<file path="src/rtl/ers_pkg.sv">
package ers_pkg;

    // Occupancy of the stage: bit 0 = main slot full, bit 1 = aux slot full.
    typedef enum logic [1:0] {
        OCC_EMPTY = 2'b00,
        OCC_ONE   = 2'b01,
        OCC_TWO   = 2'b11
    } occ_e;

    // Where the main slot loads from at the coming edge.
    typedef enum logic [1:0] {
        MSRC_HOLD  = 2'd0,
        MSRC_INPUT = 2'd1,
        MSRC_AUX   = 2'd2
    } msrc_e;

    typedef struct packed {
        msrc_e main_src;
        logic  aux_load;
    } slot_ctl_t;

endpackage

</file>
<file path="src/rtl/ers_ctrl.sv">
module ers_ctrl
    import ers_pkg::*;
(
    input  logic      clk,
    input  logic      rst,
    input  logic      up_valid,
    input  logic      dn_stop,
    output slot_ctl_t ctl,
    output logic      main_full,
    output logic      aux_full
);

    typedef struct packed {
        occ_e occ;
    } ctrl_state_t;

    ctrl_state_t st_d, st_q;
    logic        take, give;

    always_comb begin
        st_d         = st_q;
        ctl.main_src = MSRC_HOLD;
        ctl.aux_load = 1'b0;
        take         = up_valid && (st_q.occ != OCC_TWO);
        give         = (st_q.occ != OCC_EMPTY) && !dn_stop;
        unique case (st_q.occ)
            OCC_EMPTY: begin
                if (take) begin
                    st_d.occ     = OCC_ONE;
                    ctl.main_src = MSRC_INPUT;
                end
            end
            OCC_ONE: begin
                unique case ({take, give})
                    2'b10: begin
                        st_d.occ     = OCC_TWO;
                        ctl.aux_load = 1'b1;
                    end
                    2'b01: st_d.occ = OCC_EMPTY;
                    2'b11: ctl.main_src = MSRC_INPUT;
                    default: ;
                endcase
            end
            OCC_TWO: begin
                if (give) begin
                    st_d.occ     = OCC_ONE;
                    ctl.main_src = MSRC_AUX;
                end
            end
            default: st_d.occ = OCC_EMPTY;
        endcase
    end

    always_ff @(posedge clk) begin
        if (rst) st_q <= '{occ: OCC_EMPTY};
        else     st_q <= st_d;
    end

    assign main_full = st_q.occ[0];
    assign aux_full  = st_q.occ[1];

    AST_AUX_NEEDS_MAIN: assert property (@(posedge clk) disable iff (rst)
        aux_full |-> main_full);
    AST_STALL_KEEPS_TOKEN: assert property (@(posedge clk) disable iff (rst)
        (main_full && dn_stop) |=> main_full);
    AST_CATCH_IN_AUX: assert property (@(posedge clk) disable iff (rst)
        (main_full && !aux_full && dn_stop && up_valid) |=> aux_full);
    AST_STOP_HELD: assert property (@(posedge clk) disable iff (rst)
        (aux_full && dn_stop) |=> aux_full);
    AST_AUX_DRAINS: assert property (@(posedge clk) disable iff (rst)
        (aux_full && !dn_stop) |=> (main_full && !aux_full));
    AST_FULL_RATE: assert property (@(posedge clk) disable iff (rst)
        (main_full && !aux_full && !dn_stop && up_valid) |=> (main_full && !aux_full));
    AST_BUBBLE_NO_FILL: assert property (@(posedge clk) disable iff (rst)
        (!main_full && !up_valid) |=> !main_full);

endmodule

</file>
<file path="src/rtl/ers_slots.sv">
module ers_slots
    import ers_pkg::*;
#(
    parameter int DATA_W = 32
) (
    input  logic              clk,
    input  logic              rst,
    input  slot_ctl_t         ctl,
    input  logic [DATA_W-1:0] up_data,
    input  logic              main_full,
    input  logic              dn_stop,
    output logic [DATA_W-1:0] main_data
);

    typedef struct packed {
        logic [DATA_W-1:0] main_w;
        logic [DATA_W-1:0] aux_w;
    } slot_state_t;

    slot_state_t sl_d, sl_q;

    always_comb begin
        sl_d = sl_q;
        unique case (ctl.main_src)
            MSRC_INPUT: sl_d.main_w = up_data;
            MSRC_AUX:   sl_d.main_w = sl_q.aux_w;
            default:    ;
        endcase
        if (ctl.aux_load) sl_d.aux_w = up_data;
    end

    always_ff @(posedge clk) begin
        if (rst) sl_q <= '0;
        else     sl_q <= sl_d;
    end

    assign main_data = sl_q.main_w;

    AST_DATA_HELD: assert property (@(posedge clk) disable iff (rst)
        (main_full && dn_stop) |=> $stable(main_data));

    always_comb begin
        if (!rst && ctl.aux_load)
            AST_ONE_TARGET: assert (ctl.main_src == MSRC_HOLD);
    end

endmodule

</file>
<file path="src/rtl/elastic_relay_station.sv">
module elastic_relay_station
    import ers_pkg::*;
#(
    parameter int DATA_W = 32
) (
    input  logic              clk,
    input  logic              rst,
    input  logic [DATA_W-1:0] up_data,
    input  logic              up_valid,
    output logic              up_stop,
    output logic [DATA_W-1:0] dn_data,
    output logic              dn_valid,
    input  logic              dn_stop
);

    slot_ctl_t ctl;
    logic      main_full;
    logic      aux_full;

    ers_ctrl u_ctrl (
        .clk       (clk),
        .rst       (rst),
        .up_valid  (up_valid),
        .dn_stop   (dn_stop),
        .ctl       (ctl),
        .main_full (main_full),
        .aux_full  (aux_full)
    );

    ers_slots #(.DATA_W(DATA_W)) u_slots (
        .clk       (clk),
        .rst       (rst),
        .ctl       (ctl),
        .up_data   (up_data),
        .main_full (main_full),
        .dn_stop   (dn_stop),
        .main_data (dn_data)
    );

    assign dn_valid = main_full;
    assign up_stop  = aux_full;

    AST_STOP_SETTLED: assert property (@(posedge clk) disable iff (rst)
        (!up_stop && up_valid && dn_valid && dn_stop) |=> up_stop);
    AST_ACCEPT_SHOWS: assert property (@(posedge clk) disable iff (rst)
        (!dn_valid && up_valid && !up_stop) |=> (dn_valid && dn_data == $past(up_data)));

endmodule

</file>
<file path="config.mk">
export PLATFORM = sky130hd
export DESIGN_NAME = elastic_relay_station
export DESIGN_NICKNAME = d
export VERILOG_FILES = /design/src/rtl/ers_pkg.sv /design/src/rtl/ers_ctrl.sv /design/src/rtl/ers_slots.sv /design/src/rtl/elastic_relay_station.sv
export SDC_FILE = /design/constraint.sdc
export NUM_CORES = 1
export LEC_CHECK = 0
export BUFFER_PORTS_ARGS = -buffer_cell sky130_fd_sc_hd__buf_4
export CAP_MARGIN = 20
export CORE_MARGIN = 5
export CORE_UTILIZATION = 58
export DETAILED_ROUTE_END_ITERATION = 10
export GPL_ROUTABILITY_DRIVEN = 0
export PLACE_DENSITY = 0.91
export SYNTH_ARGS = -nofsm -noshare
export SYNTH_HDL_FRONTEND = slang
export SYNTH_HIERARCHICAL = 1
export SYNTH_SLANG_ARGS = --single-unit
</file>
<file path="constraint.sdc">
create_clock -name clk -period 5.1 [get_ports clk]
set_clock_uncertainty 0.05 [all_clocks]
set_input_delay 0.51 -clock clk [delete_from_list [all_inputs] [get_ports clk]]
set_output_delay 0.51 -clock clk [all_outputs]
set_load 0.05 [all_outputs]
</file>
==> results of run 1 <==
[registers in the layout, summed over array words and instances (netlist names)]
name and count:
u_ctrl/st_q 2, u_slots/main_data 32, u_slots/sl_q 32
[cell usage after synthesis, drive strengths merged, types with 4 or more instances]
cell type	instances
dfxtp	66
mux2i	64
buf	42
nor2b	34
a211oi	32
nor2	32
clkbuf	11
ha	5
inv	5
a21oi	4
[worst register-to-register path, stage by stage (launching register included)]
cell,delay [ns]
dfxtp_1,0.40
inv_1,0.09
ha_1,0.24
or2_2,0.35
nor3b_1,0.21
ha_2,0.47
inv_1,0.80
a211oi_1,0.19
[layer usage]
layer | global-route usage [%] | vias up | part of all wire (%)
li1 | - | 1078 | -
met1 | 21.5 | 1029 | 44
met2 | 28.2 | 69 | 48
met3 | 8.42 | 6 | 7.1
met4 | 6.24 | 0 | 1.2
met5 | 0 | - | 0
[power breakdown]
| group | switching (uW) | internal [uW] |
|---|---|---|
| clock network | 182 | 215 |
| logic | 623 | 349 |
| registers | 81.6 | 649 |
[cell type report]
type	count	area [sq um]	share of cell area (%)
clock inverters	2	10.0	0.283
inverters	5	18.8	0.532
repair buffers	70	538	15.2
multi-input cells	182	1380	39.2
flip-flops and latches	66	1320	37.4
clock buffers	14	173	4.89
well taps	70	87.6	2.48
[metrics by stage]
| step | power [uW] | setup slack, ns | hold slack (ns) | instances | util, % |
|---|---|---|---|---|---|
| after floorplan | 1570 | 2.58 | 0.410 | 306 | - |
| after global placement | 1680 | 2.28 | 0.422 | 392 | 64.8 |
| after detailed placement | 1710 | 2.16 | 0.431 | 393 | 65.1 |
| after CTS | 2120 | 2.13 | 0.351 | 409 | 68.7 |
| after global routing | 2220 | 1.86 | 0.350 | 409 | 68.7 |
| final | 2100 | 2.14 | 0.364 | 409 | 68.7 |
[worst paths after layout]
check                           slack (ns)                            endpoint                    startpoint  cells after the start
worst min register to register        0.45        u_slots/sl_q[9]$_SDFFE_PP0P_  u_slots/sl_q[9]$_SDFFE_PP0P_                      2
worst max register to register        2.14  u_slots/main_data[19]$_SDFFE_PP0P_   u_ctrl/st_q[0]$_SDFFE_PP0P_                      7
worst max-delay path                  2.14  u_slots/main_data[19]$_SDFFE_PP0P_   u_ctrl/st_q[0]$_SDFFE_PP0P_                      7
worst min-delay path                  0.36        u_slots/sl_q[5]$_SDFFE_PP0P_                    up_data[5]                      3
[logic make-up after synthesis]
family / count (synthesis) / share of synthesized area, %
and+or+nand+nor: 73 / 12.1
DFF: 66 / 42.6
muxes: 64 / 20.7
buffers and inverters: 58 / 13.2
AOI/OAI and AO/OA: 40 / 9.48
adders and majority gates: 5 / 2.02
==> out/metrics.cfg, run 1 <==
[worst_setup_path]
required_ns=5.21
path_cells=inv_1, ha_1, or2_2, nor3b_1, ha_2, inv_1, a211oi_1
critPathTopFamily=buffers and inverters
crit_path_end_kind=flip-flop
path_common_cell=inv_1
critPathMaxStageDelay_ns=0.80
crit_type=flip-flop to flip-flop
worst_ep_arrival_time_ns=3.08
cp-start-kind=flip-flop
crit_slowest_cell=inv_1
critPathBufInv=2
cp_max_fo=33

[synthesis]
synth_fp_nets=347
synth-main-ff-cell=dfxtp_1
synthArstFlopShare_pct=0
synth_edf_count=0
yosys.area.top_type=dfxtp_1
syn_inst=306
yosys_warnings=6
seq_area_frac_synth_pct=42.6
synth.avg_cell_area_sq_um=10.1
ys_top_cells_by_area=dfxtp_1, mux2i_1, buf_4
synth_area_sq_um=3100
synth-seq-cells=66
yosysUniqueCellTypes=23
yosysTopAreaCellShare_pct=42.6

[die]
rows=26
die_area_sq_um=6910
die_y_um=83.1
start_util_pct=60.3
core_area_sq_um=5140
io-pin-count=70
die_w_um=83.1

[cells_and_area]
drive_above_1_share_pct=26.0
design_area_sq_um=3530
n_fill_cell=427
antennaDiodeCount=0
final_common_cell=buf_4
final_cell_mix=buf_4, dfxtp_1, mux2i_1
fin_nets=375
area_growth_pct=13.8

[place]
port_buffers=69
dp_hpwl_mm=4.07
dpl_cell_area_sq_um=3350

[cts]
clock_path_buffers=2
cts-root-buf=clkbuf_8
ctsHoldBuffers=0
cts_resized=0
htreeDepth=3
cts_buffers=9
clock_latency_ns=0.34
post_cts_buffers=0
clk_transition_reported_paths_ns=0.07
clock_sinks=66
cts_tree=done

[sta]
finalCritPeriodShare_pct=58.1
finalHoldViolCount=0
fin_crit_ns=2.96
fmax_mhz=338
tightest_slew_ns=1.05
slew_headroom_pct=29.8
rsz0062_at_grt=no
drv_slew=0
setup_viol=0
setup_tns_ns=0

[route]
routed_wl_mm=6.09
ant_nets=0
wire_per_inst_um=14.9
drt_first_pass_iters=4
routed-via-count=2182
route.detailed.drc=0
post_drt_via_cell_ratio=5.33
first_iter_violations=138

[global_route]
grt_max_degree=67
grt_pass1_wl_mm=10.1
grt_pass1_vias=2103
antenna_found_initial=0
globalRoute.totalOverflow=0
grt.total_usage_pct=17.9

[power]
p_per_area_nw_per_um2=594
peakVddDrop_mv=0.319
p_leak_uw=0.00137

[job]
drv_cap=0

[outcome]
status=complete, no violations

[min_path]
hold_class=primary input to flip-flop

No activity file was read; power rests on OpenSTA's default activity.
==> run 2, diff against run 1 <==
--- a/config.mk
+++ b/config.mk
@@ -8,10 +8,10 @@
 export BUFFER_PORTS_ARGS = -buffer_cell sky130_fd_sc_hd__buf_4
 export CAP_MARGIN = 20
 export CORE_MARGIN = 5
-export CORE_UTILIZATION = 58
+export CORE_UTILIZATION = 54
 export DETAILED_ROUTE_END_ITERATION = 10
 export GPL_ROUTABILITY_DRIVEN = 0
-export PLACE_DENSITY = 0.91
+export PLACE_DENSITY = 0.86
 export SYNTH_ARGS = -nofsm -noshare
 export SYNTH_HDL_FRONTEND = slang
 export SYNTH_HIERARCHICAL = 1
==> constraint.sdc (replaced) <==
create_clock -name clk -period 3 [get_ports clk]
set_clock_uncertainty 0.05 [all_clocks]
set_input_delay 0.3 -clock clk [delete_from_list [all_inputs] [get_ports clk]]
set_output_delay 0.3 -clock clk [all_outputs]
set_load 0.05 [all_outputs]
==> run 2 against run 1 <==
Combinational power grew 73%. Final cell count grew 1.7%. Critical path depth grew 1. Power grew 80%. Fmax grew 17%. Sequential power grew 70%. Register-to-register slack lost 1.7 ns.
==> out/metrics.cfg, run 2 (synthesized netlist as in run 1, its figures left out) <==
[worst_setup_path]
worst_ep_arrival_time_ns=2.73
crit_path_end_kind=flip-flop
cp-start-kind=flip-flop
r2r_start=u_ctrl/st_q[0]$_SDFFE_PP0P_
required_ns=3.19
crit_type=flip-flop to flip-flop
r2r_cells=8
r2r_slack_ns=0.46
cp_max_fo=33
r2r_end=u_slots/main_data[25]$_SDFFE_PP0P_

[place]
port_buffers=69
dpl_cell_area_sq_um=3380
dp_hpwl_mm=4.27

[cells_and_area]
final_cell_mix=buf_4, dfxtp_1, mux2i_1
final_common_cell=buf_4
area_growth_pct=16.5
design_area_sq_um=3610
drive_above_1_share_pct=27.6
fin_nets=380
antennaDiodeCount=0

[global_route]
grt_max_degree=67
grt_pass1_vias=2141
grt.total_usage_pct=17.9
grt_pass1_wl_mm=10.2
globalRoute.totalOverflow=0
antenna_found_initial=0

[die]
core_area_sq_um=5540
io-pin-count=70
die_w_um=85.8
start_util_pct=56.0
die_y_um=85.8
rows=27
die_area_sq_um=7360

[sta]
setup_viol=0
fmax_mhz=394
setup_tns_ns=0
slew_headroom_pct=56.4
fin_crit_ns=2.54
finalHoldViolCount=0
rsz0062_at_grt=no
finalCritPeriodShare_pct=84.6
whs_ns=0.159
tightest_slew_ns=0.655
drv_slew=0

[power]
p_total_uw=3780
p_leak_uw=0.00141
switching_share_pct=40.7
peakVddDrop_mv=0.621
internal-power_uw=2240
p_per_area_nw_per_um2=1050
power_frac_comb_pct=44.4
clkPwrFrac_pct=22.9
p_switching_uw=1540
power_frac_seq_pct=32.7

[min_path]
hp-start=up_data[22]
hold_class=primary input to flip-flop
holdPathEnd=u_slots/sl_q[22]$_SDFFE_PP0P_
whs_path_depth=3

[cts]
clock_sinks=66
ctsHoldBuffers=0
cts-root-buf=clkbuf_8
post_cts_buffers=0
clock_latency_ns=0.33
clk_transition_reported_paths_ns=0.07
cts_buffers=9
cts_tree=done
htreeDepth=3
clock_path_buffers=2
cts_resized=0

[route]
post_drt_via_cell_ratio=5.21
routed-via-count=2169
wire_per_inst_um=15.1
route.detailed.drc=0
routed_wl_mm=6.26
drt_first_pass_iters=4
first_iter_violations=83
ant_nets=0

[outcome]
status=complete, no violations

[job]
drv_cap=0

[run 2: cell types whose count changed in the layout (fill, tap and decap cells not counted)]
| cell | delta |
|---|---|
| buf_4 | +6 |
| clkinvlp_4 | +1 |
| clkinv_2 | -1 |
| clkbuf_1 | -2 |
| buf_12 | -1 |
| bufinv_16 | +2 |
[run 2: how the worst max path moves through the flow]
stage          cells past startpoint                        start  slack [ns]                                  to
6_report                           8  u_ctrl/st_q[0]$_SDFFE_PP0P_        0.46  u_slots/main_data[25]$_SDFFE_PP0P_
5_1_grt                            8  u_ctrl/st_q[0]$_SDFFE_PP0P_        0.22  u_slots/main_data[24]$_SDFFE_PP0P_
4_1_cts                            8  u_ctrl/st_q[0]$_SDFFE_PP0P_        0.48  u_slots/main_data[25]$_SDFFE_PP0P_
3_5_place_dp                       8  u_ctrl/st_q[0]$_SDFFE_PP0P_        0.49  u_slots/main_data[25]$_SDFFE_PP0P_
3_3_place_gp                       8  u_ctrl/st_q[0]$_SDFFE_PP0P_        0.63   u_slots/main_data[6]$_SDFFE_PP0P_
2_1_floorplan                      8  u_ctrl/st_q[0]$_SDFFE_PP0P_        0.48   u_slots/main_data[0]$_SDFFE_PP0P_
[run 2: routing by layer]
layer  track usage, %  vias up  share of wire, %
met4             7.91        0               1.4
met1             21.4     1024                44
met2             28.6       51                49
met5                0        -                 0
met3             6.82        8               5.4
li1                 -     1086                 -
[run 2: power groups by stage]
stage / Sequential (uW) / Clock, uW / Combinational (uW)
2_1_floorplan: 1250 / 0 / 1420
3_3_place_gp: 1240 / 0 / 1630
3_5_place_dp: 1250 / 0 / 1670
4_1_cts: 1230 / 883 / 1690
5_1_grt: 1260 / 941 / 1780
6_report: 1240 / 865 / 1680
[run 2: layout make-up]
class / count / area, sq um
Fill cell: 446 / 1930
Multi-Input combinational cell: 182 / 1380
Sequential cell: 66 / 1320
Timing Repair Buffer: 75 / 563
Clock buffer: 12 / 165
Tap cell: 72 / 90.1
Clock inverter: 4 / 72.6
Inverter: 5 / 18.8
[run 2: stage by stage]
stage	util (%)	worst slack (ns)	instances
after floorplan	-	0.477	306
after global placement	60.9	0.633	400
after detailed placement	60.9	0.489	400
after CTS	65.2	0.482	416
after global routing	65.2	0.215	416
final	65.2	0.463	416
[run 2: worst max-delay path, cell delays in order, from the launching register on]
cell and delay (ns):
dfxtp_1 0.40, inv_1 0.09, ha_1 0.23, or2_2 0.35, nor3b_1 0.21, ha_2 0.51
inv_1 0.11, buf_4 0.24, a211oi_1 0.25
==> run 3, diff against run 2 <==
--- a/config.mk
+++ b/config.mk
@@ -5,13 +5,14 @@
 export SDC_FILE = /design/constraint.sdc
 export NUM_CORES = 1
 export LEC_CHECK = 0
+export ABC_AREA = 1
 export BUFFER_PORTS_ARGS = -buffer_cell sky130_fd_sc_hd__buf_4
 export CAP_MARGIN = 20
 export CORE_MARGIN = 5
-export CORE_UTILIZATION = 54
+export CORE_UTILIZATION = 49
 export DETAILED_ROUTE_END_ITERATION = 10
 export GPL_ROUTABILITY_DRIVEN = 0
-export PLACE_DENSITY = 0.86
+export PLACE_DENSITY = 0.82
 export SYNTH_ARGS = -nofsm -noshare
 export SYNTH_HDL_FRONTEND = slang
 export SYNTH_HIERARCHICAL = 1
==> constraint.sdc (replaced) <==
create_clock -name clk -period 2.14 [get_ports clk]
set_clock_uncertainty 0.05 [all_clocks]
set_input_delay 0.214 -clock clk [delete_from_list [all_inputs] [get_ports clk]]
set_output_delay 0.214 -clock clk [all_outputs]
set_load 0.05 [all_outputs]
==> run 3 against run 2 <==
Area after synthesis rose by 5.1%. Sequential power rose by 49%. Fmax rose by 26%. Register-to-register slack got worse by 0.34 ns. Via count rose by 33%. Global-route usage fell by 0.97 points. Worst setup slack got worse by 0.34 ns.
==> out/metrics.cfg, run 3 <==
[outcome]
status=complete, no violations

[synthesis]
synth_edf_count=0
synth-seq-cells=66
ys_top_cells_by_count=nor2_1, nand2_1, dfxtp_1
synthArstFlopShare_pct=0
yosys_warnings=6
synth_fp_nets=526
yosysUniqueCellTypes=17
yosysTopAreaCellShare_pct=40.5
synth.avg_cell_area_sq_um=6.72
synth-main-ff-cell=dfxtp_1
synth_area_sq_um=3260
yosys.area.top_type=dfxtp_1
syn_inst=485
ys_top_cells_by_area=dfxtp_1, nor2_1, o21ai_0
synth.most_common_cell=nor2_1
seq_area_frac_synth_pct=40.5

[power]
p_per_area_nw_per_um2=1460
peakVddDrop_mv=0.753
p_leak_uw=0.00191
p_total_uw=5630

[cells_and_area]
antennaDiodeCount=0
final_common_cell=nor2_1
area_growth_pct=18.7
drive_above_1_share_pct=21.9
final_cell_mix=nor2_1, buf_4, nand2_1
fin_nets=560

[worst_setup_path]
crit_path_end_kind=flip-flop
crit_type=flip-flop to flip-flop
worst_ep_arrival_time_ns=2.20
cp_max_fo=17
cp-start-kind=flip-flop
required_ns=2.32
r2r_cells=11

[place]
port_buffers=69
dp_hpwl_mm=4.45

[sta]
rsz0062_at_grt=no
drv_slew=0
finalCritPeriodShare_pct=94.2
tightest_slew_ns=0.472
fmax_mhz=496
fin_crit_ns=2.02
setup_tns_ns=0
slew_headroom_pct=68.5
finalHoldViolCount=0
setup_viol=0

[cts]
clock_path_buffers=2
htreeDepth=3
clk_transition_reported_paths_ns=0.07
ctsHoldBuffers=0
clock_latency_ns=0.33
post_cts_buffers=0
clock_sinks=66
cts-root-buf=clkbuf_8
cts_tree=done
cts_buffers=9

[die]
rows=29
core_area_sq_um=6420
start_util_pct=50.8
die_w_um=91.6
io-pin-count=70
die_area_sq_um=8390
die_y_um=91.6

[global_route]
grt_pass1_vias=2730
grt_pass1_wl_mm=11.8
grt.total_usage_pct=16.9
globalRoute.totalOverflow=0
grt_max_degree=43
antenna_found_initial=0

[route]
ant_nets=0
drt_first_pass_iters=4
route.detailed.drc=0
post_drt_via_cell_ratio=4.79
routed_wl_mm=7.04
first_iter_violations=117
routed-via-count=2878
wire_per_inst_um=11.7

[min_path]
whs_path_depth=3
hold_class=primary input to flip-flop

[job]
drv_cap=0

## run 3: path summary, 6_finish.rpt
path	from	to	slack [ns]
worst min register to register	u_slots/sl_q[21]$_SDFFE_PP0P_	u_slots/sl_q[21]$_SDFFE_PP0P_	0.45
worst max-delay path	u_ctrl/st_q[0]$_SDFFE_PP0P_	u_slots/main_data[8]$_SDFFE_PP0P_	0.12
worst min-delay path	up_data[14]	u_slots/sl_q[14]$_SDFFE_PP0P_	0.06
worst max register to register	u_ctrl/st_q[0]$_SDFFE_PP0P_	u_slots/main_data[8]$_SDFFE_PP0P_	0.12
## run 3: layout make-up
cell class                      count  area (sq um)
Clock buffer                       12           155
Clock inverter                      4          50.0
Fill cell                         578          2550
Inverter                           44           198
Multi-Input combinational cell    318          1360
Sequential cell                    66          1320
Tap cell                           77          96.3
Timing Repair Buffer               80           686
## run 3: cells by family after synthesis
logic type	synth area share (%)
simple gates	28.8
flops	40.5
fa+ha+maj	1.92
buf+inv	18.5
compound gates	10.3
## run 3: per-stage QoR
step / hold WS, ns / std cells / util (%) / area (sq um) / worst slack [ns]
detailed placement: 0.405 / 583 / 55.9 / 3590 / 0.0655
global placement: 0.398 / 583 / 55.9 / 3590 / 0.164
floorplan: 0.298 / 485 / - / 3260 / 0.0430
finish: 0.0628 / 601 / 60.3 / 3870 / 0.124
global route: 0.0518 / 601 / 60.3 / 3870 / 0.00936
CTS: 0.0493 / 599 / 59.1 / 3800 / 0.0484
## run 3: timing repair
item                                    4_1_cts  5_1_grt
endpoints found under the hold margin         0        0
gates resized for setup                       0        8
endpoints found under the setup margin        0       32
## run 3: critical path, cell delays in order, from the launching register on
cell	delay (ns)
dfxtp_2	0.36
bufinv_8	0.19
ha_1	0.23
inv_2	0.08
nand2_2	0.07
nor3_2	0.11
ha_2	0.32
inv_6	0.11
buf_12	0.15
nand2_1	0.07
nor2_1	0.13
nor2_1	0.05
## run 3: layer usage
layer	GRT usage [%]	share of wire (%)	vias to the layer above
li1	-	-	1508
met1	20.0	47	1303
met2	29.1	47	63
met3	6.03	5.6	4
met4	4.27	0.58	0
met5	0	0	-
## run 3: report_power, final
| group | leakage (uW) | total (uW) | switching [uW] | internal [uW] |
|---|---|---|---|---|
| sequential | 0.000543 | 1850 | 203 | 1640 |
| clock | 0.0000986 | 1070 | 471 | 600 |
| combinational | 0.00127 | 2710 | 1780 | 930 |
